--- src/rtl/win_dec_pkg.sv ---
package win_dec_pkg;
  localparam int ADDR_W       = 40;
  localparam int GRAN_LSB     = 20;
  localparam int PAGE_W       = ADDR_W - GRAN_LSB;
  localparam int TGT_W        = 4;
  localparam int REG_W        = 32;
  localparam int CTRL_TGT_LSB = 8;
  localparam int PAGE_REG_LSB = 4;

  typedef logic [PAGE_W-1:0] page_t;
  typedef logic [TGT_W-1:0]  tgt_t;

  typedef enum logic [1:0] {
    FLD_CTRL = 2'd0,
    FLD_SEC  = 2'd1,
    FLD_LO   = 2'd2,
    FLD_HI   = 2'd3
  } reg_fld_e;

  typedef struct packed {
    logic       en;
    tgt_t       tgt;
    logic [1:0] sec;
    page_t      lo;
    page_t      hi;
  } win_cfg_t;
endpackage

--- src/rtl/win_regfile.sv ---
module win_regfile
  import win_dec_pkg::*;
#(
  parameter int    NUM_WIN = 8,
  parameter int    IDX_W   = 6,
  parameter tgt_t  CFG_TGT = 4'd1,
  parameter page_t CFG_LO  = 20'hF0000,
  parameter page_t CFG_HI  = 20'hF00FF
) (
  input  logic                    clk_i,
  input  logic                    rst_ni,
  input  logic                    wr_en_i,
  input  logic [IDX_W-1:0]        wr_idx_i,
  input  logic [REG_W-1:0]        wr_data_i,
  input  logic [IDX_W-1:0]        rd_idx_i,
  output logic [REG_W-1:0]        rd_data_o,
  output win_cfg_t [NUM_WIN-1:0]  cfg_o,
  output tgt_t                    glob_tgt_o
);
  localparam int WIN_W    = $clog2(NUM_WIN);
  localparam int WIN_REGS = NUM_WIN * 4;

  logic             wr_in_bank;
  logic [WIN_W-1:0] wr_win;
  reg_fld_e         wr_fld;
  logic             wd_en;
  tgt_t             wd_tgt;
  logic [1:0]       wd_sec;
  page_t            wd_page;

  assign wr_in_bank = wr_en_i && (wr_idx_i < IDX_W'(WIN_REGS));
  assign wr_win     = wr_idx_i[2 +: WIN_W];
  assign wr_fld     = reg_fld_e'(wr_idx_i[1:0]);
  assign wd_en      = wr_data_i[0];
  assign wd_tgt     = wr_data_i[CTRL_TGT_LSB +: TGT_W];
  assign wd_sec     = wr_data_i[1:0];
  assign wd_page    = wr_data_i[PAGE_REG_LSB +: PAGE_W];

  for (genvar w = 0; w < NUM_WIN; w++) begin : g_win
    if (w == 0) begin : g_fixed
      // configuration-space window: constant, never writable
      assign cfg_o[w] = '{en: 1'b1, tgt: CFG_TGT, sec: 2'b00, lo: CFG_LO, hi: CFG_HI};
    end else begin : g_prog
      win_cfg_t cfg_q;
      logic     sel;
      assign sel = wr_in_bank && (wr_win == WIN_W'(w));
      always_ff @(posedge clk_i or negedge rst_ni) begin
        if (!rst_ni) begin
          cfg_q <= '0;
        end else if (sel) begin
          unique case (wr_fld)
            FLD_CTRL: begin
              cfg_q.en  <= wd_en;
              cfg_q.tgt <= wd_tgt;
            end
            FLD_SEC:  cfg_q.sec <= wd_sec;
            FLD_LO:   cfg_q.lo  <= wd_page;
            FLD_HI:   cfg_q.hi  <= wd_page;
            default:  ;
          endcase
        end
      end
      assign cfg_o[w] = cfg_q;
    end
  end

  tgt_t glob_q;
  always_ff @(posedge clk_i or negedge rst_ni) begin
    if (!rst_ni)                                      glob_q <= '0;
    else if (wr_en_i && wr_idx_i == IDX_W'(WIN_REGS)) glob_q <= wr_data_i[TGT_W-1:0];
  end
  assign glob_tgt_o = glob_q;

  logic [REG_W-1:0] rd_nxt;
  win_cfg_t         rd_cfg;
  assign rd_cfg = cfg_o[rd_idx_i[2 +: WIN_W]];

  always_comb begin
    rd_nxt = '0;
    if (rd_idx_i == IDX_W'(WIN_REGS)) begin
      rd_nxt[TGT_W-1:0] = glob_q;
    end else if (rd_idx_i < IDX_W'(WIN_REGS)) begin
      unique case (reg_fld_e'(rd_idx_i[1:0]))
        FLD_CTRL: begin
          rd_nxt[0]                      = rd_cfg.en;
          rd_nxt[CTRL_TGT_LSB +: TGT_W]  = rd_cfg.tgt;
        end
        FLD_SEC:  rd_nxt[1:0]                   = rd_cfg.sec;
        FLD_LO:   rd_nxt[PAGE_REG_LSB +: PAGE_W] = rd_cfg.lo;
        FLD_HI:   rd_nxt[PAGE_REG_LSB +: PAGE_W] = rd_cfg.hi;
        default:  ;
      endcase
    end
  end

  always_ff @(posedge clk_i or negedge rst_ni) begin
    if (!rst_ni) rd_data_o <= '0;
    else         rd_data_o <= rd_nxt;
  end

  logic unused_wdata;
  assign unused_wdata = ^{wr_data_i[REG_W-1:PAGE_REG_LSB+PAGE_W], wr_data_i[CTRL_TGT_LSB-1:TGT_W]};


  page_pad_zero_chk: assert property (@(posedge clk_i) disable iff (!rst_ni)
    (rd_idx_i < IDX_W'(WIN_REGS) && rd_idx_i[1]) |=>
      (rd_data_o[PAGE_REG_LSB-1:0] == '0 && rd_data_o[REG_W-1:PAGE_REG_LSB+PAGE_W] == '0));


  win0_fixed_chk: assert property (@(posedge clk_i) disable iff (!rst_ni)
    (wr_en_i && wr_idx_i < IDX_W'(4)) |=> (cfg_o[0].en && cfg_o[0].lo == CFG_LO && cfg_o[0].hi == CFG_HI));
endmodule

--- src/rtl/win_match.sv ---
module win_match
  import win_dec_pkg::*;
#(
  parameter int NUM_WIN = 8
) (
  input  page_t                   page_i,
  input  win_cfg_t [NUM_WIN-1:0]  cfg_i,
  output logic [NUM_WIN-1:0]      match_o
);
  for (genvar w = 0; w < NUM_WIN; w++) begin : g_cmp
    // inclusive on both bounds
    assign match_o[w] = cfg_i[w].en && (page_i >= cfg_i[w].lo) && (page_i <= cfg_i[w].hi);
  end
endmodule

--- src/rtl/win_prio_sel.sv ---
module win_prio_sel #(
  parameter int NUM_WIN = 8,
  parameter int WIN_W   = 3
) (
  input  logic               clk_i,
  input  logic               rst_ni,
  input  logic [NUM_WIN-1:0] match_i,
  output logic [NUM_WIN-1:0] grant_o,
  output logic [WIN_W-1:0]   idx_o,
  output logic               any_o
);
  always_comb begin
    idx_o = '0;
    for (int i = NUM_WIN - 1; i >= 0; i--) begin
      if (match_i[i]) idx_o = WIN_W'(i);
    end
  end

  assign any_o   = |match_i;
  assign grant_o = any_o ? (NUM_WIN'(1) << idx_o) : '0;


  grant_onehot_chk: assert property (@(posedge clk_i) disable iff (!rst_ni)
    $onehot0(grant_o) && ((grant_o & ~match_i) == '0));


  grant_lowest_chk: assert property (@(posedge clk_i) disable iff (!rst_ni)
    any_o |-> ((match_i & (grant_o - NUM_WIN'(1))) == '0));
endmodule

--- src/rtl/win_addr_decoder.sv ---
module win_addr_decoder
  import win_dec_pkg::*;
#(
  parameter int    NUM_WIN = 8,
  parameter tgt_t  CFG_TGT = 4'd1,
  parameter page_t CFG_LO  = 20'hF0000,
  parameter page_t CFG_HI  = 20'hF00FF,
  localparam int   IDX_W   = $clog2(NUM_WIN * 4 + 1),
  localparam int   WIN_W   = $clog2(NUM_WIN)
) (
  input  logic              clk_i,
  input  logic              rst_ni,
  input  logic              reg_we_i,
  input  logic [IDX_W-1:0]  reg_widx_i,
  input  logic [31:0]       reg_wdata_i,
  input  logic [IDX_W-1:0]  reg_ridx_i,
  output logic [31:0]       reg_rdata_o,
  input  logic [39:0]       lk_addr_i,
  output logic [3:0]        tgt_o,
  output logic              hit_o,
  output logic [WIN_W-1:0]  win_idx_o
);
  win_cfg_t [NUM_WIN-1:0] cfg;
  tgt_t                   glob_tgt;
  logic [NUM_WIN-1:0]     match_vec;
  logic [NUM_WIN-1:0]     grant;
  logic [WIN_W-1:0]       sel_idx;
  logic                   any_hit;
  page_t                  page;

  assign page = lk_addr_i[ADDR_W-1:GRAN_LSB];

  win_regfile #(
    .NUM_WIN (NUM_WIN),
    .IDX_W   (IDX_W),
    .CFG_TGT (CFG_TGT),
    .CFG_LO  (CFG_LO),
    .CFG_HI  (CFG_HI)
  ) u_regs (
    .clk_i      (clk_i),
    .rst_ni     (rst_ni),
    .wr_en_i    (reg_we_i),
    .wr_idx_i   (reg_widx_i),
    .wr_data_i  (reg_wdata_i),
    .rd_idx_i   (reg_ridx_i),
    .rd_data_o  (reg_rdata_o),
    .cfg_o      (cfg),
    .glob_tgt_o (glob_tgt)
  );

  win_match #(.NUM_WIN(NUM_WIN)) u_match (
    .page_i  (page),
    .cfg_i   (cfg),
    .match_o (match_vec)
  );

  win_prio_sel #(.NUM_WIN(NUM_WIN), .WIN_W(WIN_W)) u_prio (
    .clk_i   (clk_i),
    .rst_ni  (rst_ni),
    .match_i (match_vec),
    .grant_o (grant),
    .idx_o   (sel_idx),
    .any_o   (any_hit)
  );

  tgt_t sel_tgt;
  always_comb begin
    sel_tgt = glob_tgt;
    for (int i = 0; i < NUM_WIN; i++) begin
      if (grant[i]) sel_tgt = cfg[i].tgt;
    end
  end

  always_ff @(posedge clk_i or negedge rst_ni) begin
    if (!rst_ni) begin
      tgt_o     <= '0;
      hit_o     <= 1'b0;
      win_idx_o <= '0;
    end else begin
      tgt_o     <= sel_tgt;
      hit_o     <= any_hit;
      win_idx_o <= any_hit ? sel_idx : '0;
    end
  end

  logic unused_bits;
  assign unused_bits = ^{lk_addr_i[GRAN_LSB-1:0]};


  miss_default_chk: assert property (@(posedge clk_i) disable iff (!rst_ni)
    !hit_o |-> (tgt_o == $past(glob_tgt) && win_idx_o == '0));


  hit_has_match_chk: assert property (@(posedge clk_i) disable iff (!rst_ni)
    hit_o |-> ($past(match_vec) != '0));


  hit_latency_chk: assert property (@(posedge clk_i) disable iff (!rst_ni)
    $rose(any_hit) |=> hit_o);
endmodule

--- config.mk ---
export PLATFORM = sky130hd
export DESIGN_NAME = win_addr_decoder
export DESIGN_NICKNAME = d
export VERILOG_FILES = /design/src/rtl/win_dec_pkg.sv /design/src/rtl/win_regfile.sv /design/src/rtl/win_match.sv /design/src/rtl/win_prio_sel.sv /design/src/rtl/win_addr_decoder.sv
export SDC_FILE = /design/constraint.sdc
export NUM_CORES = 1
export LEC_CHECK = 0
export BUFFER_PORTS_ARGS = -buffer_cell sky130_fd_sc_hd__buf_2
export CORE_AREA = 2 2 190 192
export CTS_CLUSTER_DIAMETER = 40
export DETAILED_ROUTE_END_ITERATION = 16
export DIE_AREA = 0 0 192 194
export PLACE_DENSITY = 0.82
export SLEW_MARGIN = 20
export SYNTH_ARGS = -nofsm -noshare
export SYNTH_HDL_FRONTEND = slang
export SYNTH_SLANG_ARGS = --single-unit
--- constraint.sdc ---
create_clock -name clk_i -period 5.9 [get_ports clk_i]
set_clock_uncertainty 0.15 [all_clocks]
set_input_delay 1.18 -clock clk_i [delete_from_list [all_inputs] [get_ports clk_i]]
set_output_delay 1.18 -clock clk_i [all_outputs]
set_load 0.05 [all_outputs]
==> flow_summary.yaml <==
worst_setup_path:
  r2r_slack_ps: 1370
  path_max_fanout: 12
  path_cells: "buf_2, ha_1, and4_1, nor4bb_1, buf_4, a21boi_0, a2111oi_1, o21ai_1, nor2_1, o221ai_2, mux2_2, o2111ai_1, mux2i_1"
  critPathSlowestCell: "a21boi_0"
  crit_required_ps: 6230
  r2r.worst_path.cells: 13
  end_kind: "flip-flop"
  timing.rr.start: "u_regs.cfg_o[156]"
  cp_top_family: "compound AO/OA/AOI/OAI gates"
  crit_type: "input pin to flip-flop"
  slowest_delay_ps: 560
  arrival_ps: 5180
  r2r_end: "tgt_o[2]"
  cp-start-kind: "input pin"
  critPathBufInv: 2
logic_synthesis:
  yosysTopAreaCellShare: 0.3935
  ys_seq_area_frac: 0.3935
  syn_avg_cell_area_sq_um: 10.01
  synth_mux_area_frac: 0.1563
  synth_top_family_by_area: "multiplexers"
  synth_compound_area_frac: 0.1352
  synth-async-reset-ratio: 1.000
  syn_area_sq_um: 23210
  yosysWarnings: 0
  ys_ff_latch: 365
  ys_types: 70
  ys.flop_type: "dfrtp_1"
  synth_edf_count: 0
  synthAdderAreaFrac: 0.1509
  synth_area_leader_cell: "dfrtp_1"
  ys_top_cells_by_count: "365 x dfrtp_1, 280 x ha_1, 273 x inv_1"
  synthCells: 2319
  synthSimpleGateAreaFrac: 0.09750
  synth-xor-area-share: 0
  yosysMostFrequentCell: "dfrtp_1"
  synth_area_leaders: "dfrtp_1 39%, ha_1 15%, mux2_2 9.9%"
hold_path:
  hold_class: "flip-flop to flip-flop"
  min_to: "u_regs.cfg_o[74]"
  holdPathStages: 1
  min_from: "u_regs.cfg_o[74]"
clock_network:
  root_buffer: "clkbuf_16"
  cts.sink_count: 365
  htreeDepth: 2
  cts_hold_buf: 0
  clkLatencyLatePin_ps: 620
  numCtsBuffers: 55
  cts_resized: 0
  post_cts_buffers: 0
  max-clock-path-buffers: 3
  cts_tree: "yes"
  clk_pin_slew_worst_paths_ps: 60
global_route:
  antenna_found_initial: 4
  grt_pass1_vias: 19840
  grt_use_total: 0.4041
  gr-total-overflow: 0
  grt_first_pass_wirelength_microns: 113600
  grt_max_degree: 117
timing:
  max-slew-margin-rel: 0.1812
  tightest_slew_ps: 1225
  max_freq_mhz: 206.3
  post-route-period-util: 0.8216
  fin_setup_tns_ps: 0
  setup_viol: 0
  fin_crit_ps: 4848
  rsz0062_at_grt: "no"
  final_hold_viol_count: 0
  slew_violations: 0
routing:
  highest-signal-layer: "met5"
  wl_per_cell_microns: 25.57
  postRouteAntennaNets: 0
  wl_met3_microns: 7436
  route.detailed.drc: 0
  vias: 19390
  met2_length_microns: 33920
  vias_per_cell: 6.697
  wl_met1_microns: 26780
  drt-total-wl_microns: 74010
  drtIter0Drc: 1983
  drt_pass1_iterations: 5
outcome:
  outcome: "complete, no violations"
power:
  power.leakage_nw: 12.54
  ir_drop_mv: 0.5316
  power.density_nw_per_um2: 329.0
final_layout:
  postLayoutCoreUtil: 0.7371
  synthToLayoutAreaGrowth_pct: 11.85
  fin_nets: 2755
  drive_above_1_share: 0.2069
floorplan:
  die_h_microns: 194
  die_w_microns: 192
  coreArea_sq_um: 35220
  ios: 127
  dieArea_sq_um: 37250
  rows: 69
  start_util: 0.6590
run:
  drv_cap: 0
placed_design:
  routabilityCongestion: 0.9922
  dp_hpwl_microns: 52110
  port_buffers: 90
-- worst max-delay path by stage --
stage	cells past startpoint	slack, ps	start	end
after floorplan	12	1800	lk_addr_i[20]	tgt_o[1]
after global placement	13	580	lk_addr_i[31]	tgt_o[3]
after detailed placement	13	530	lk_addr_i[31]	tgt_o[3]
after CTS	13	1170	lk_addr_i[31]	tgt_o[3]
after global routing	13	980	lk_addr_i[20]	tgt_o[1]
final	13	1050	lk_addr_i[30]	tgt_o[2]
-- flip-flops by register name, summed over array words and instances, names as in the netlist --
signal / flops
tgt_o: 4
hit_o: 1
u_regs.glob_tgt_o: 4
win_idx_o: 3
u_regs.rd_data_o: 24
u_regs.cfg_o: 329
-- layout by cell type, fill, tap and decap left out, types with 9 or more instances in the layout --
| cell | netlist | routed |
|---|---|---|
| nand4_1 | 39 | 39 |
| a21o_1 | 23 | 23 |
| inv_6 | 0 | 10 |
| nand2b_1 | 11 | 11 |
| nor2b_1 | 13 | 12 |
| mux2_2 | 204 | 204 |
| a21oi_1 | 116 | 116 |
| a221oi_1 | 33 | 33 |
| nor2_1 | 75 | 67 |
| nor3_1 | 15 | 15 |
| buf_4 | 8 | 42 |
| nand3_1 | 33 | 33 |
| dfrtp_1 | 365 | 365 |
| mux4_2 | 48 | 48 |
| nand2_1 | 246 | 245 |
| o211ai_1 | 11 | 11 |
| and4_1 | 11 | 11 |
| o22a_1 | 9 | 9 |
| a22oi_1 | 14 | 14 |
| ha_1 | 280 | 280 |
| o21ai_0 | 211 | 211 |
| or3_1 | 9 | 9 |
| mux2i_1 | 25 | 25 |
| a211oi_1 | 28 | 28 |
| clkbuf_16 | 0 | 56 |
| buf_2 | 5 | 87 |
| inv_1 | 273 | 273 |
-- where the power goes --
group | internal, mW | switching (mW) | total [mW] | leakage, nW
logic | 0.877 | 1.33 | 2.21 | 7.23
clock network | 1.87 | 1.31 | 3.18 | 0.872
registers | 2.90 | 0.252 | 3.16 | 4.44
-- through the flow --
| stage | instance area, sq um | hold WS (ps) | power, mW | setup slack (ps) | cells |
|---|---|---|---|---|---|
| floorplan | 23240 | 315.3 | 4.542 | 1799 | 2326 |
| global placement | 24150 | 333.4 | 5.168 | 579.3 | 2792 |
| detailed placement | 24150 | 343.4 | 5.312 | 528.5 | 2792 |
| CTS | 25950 | 355.1 | 8.489 | 1167 | 2892 |
| global route | 25960 | 367.1 | 8.899 | 981.7 | 2894 |
| finish | 25960 | 354.4 | 8.543 | 1052 | 2895 |
-- routing by layer --
| metal | vias to the layer above | track usage |
|---|---|---|
| met5 | - | 0 |
| met4 | 2 | 0.2802 |
| met3 | 363 | 0.09376 |
| met2 | 1176 | 0.6320 |
| met1 | 9461 | 0.4952 |
| li1 | 8387 | - |
-- worst register-to-register path: stages (launching register included) --
cell and delay, ps:
dfrtp_1 360, inv_1 70, ha_1 320, nand4_1 310
nor4bb_1 400, buf_4 180, a21boi_0 560, a2111oi_1 220
o21ai_1 450, nor2_1 190, o221ai_2 480, mux2_2 410
o2111ai_1 180, mux2i_1 110
-- area by class of cell --
cell class,instances,area [sq um]
antenna,3,7.507
clock buffer,66,1489
clock inverter,34,304.0
fill,2426,9260
inverter,273,1025
multi-input combinational,1560,12600
sequential,365,9134
tap,461,576.8
timing repair buffer,133,825.8
-- cells by family (layout without fill, tap and decap cells) --
| family | count (synthesis) | count (layout) |
|---|---|---|
| mux | 277 | 277 |
| flops | 365 | 365 |
| compound gates | 507 | 507 |
| buf+inv | 401 | 506 |
| simple gates | 488 | 488 |
| fa+ha+maj | 280 | 280 |
| other cells | 1 | 11 |
Power figures use the tool's default switching activity.
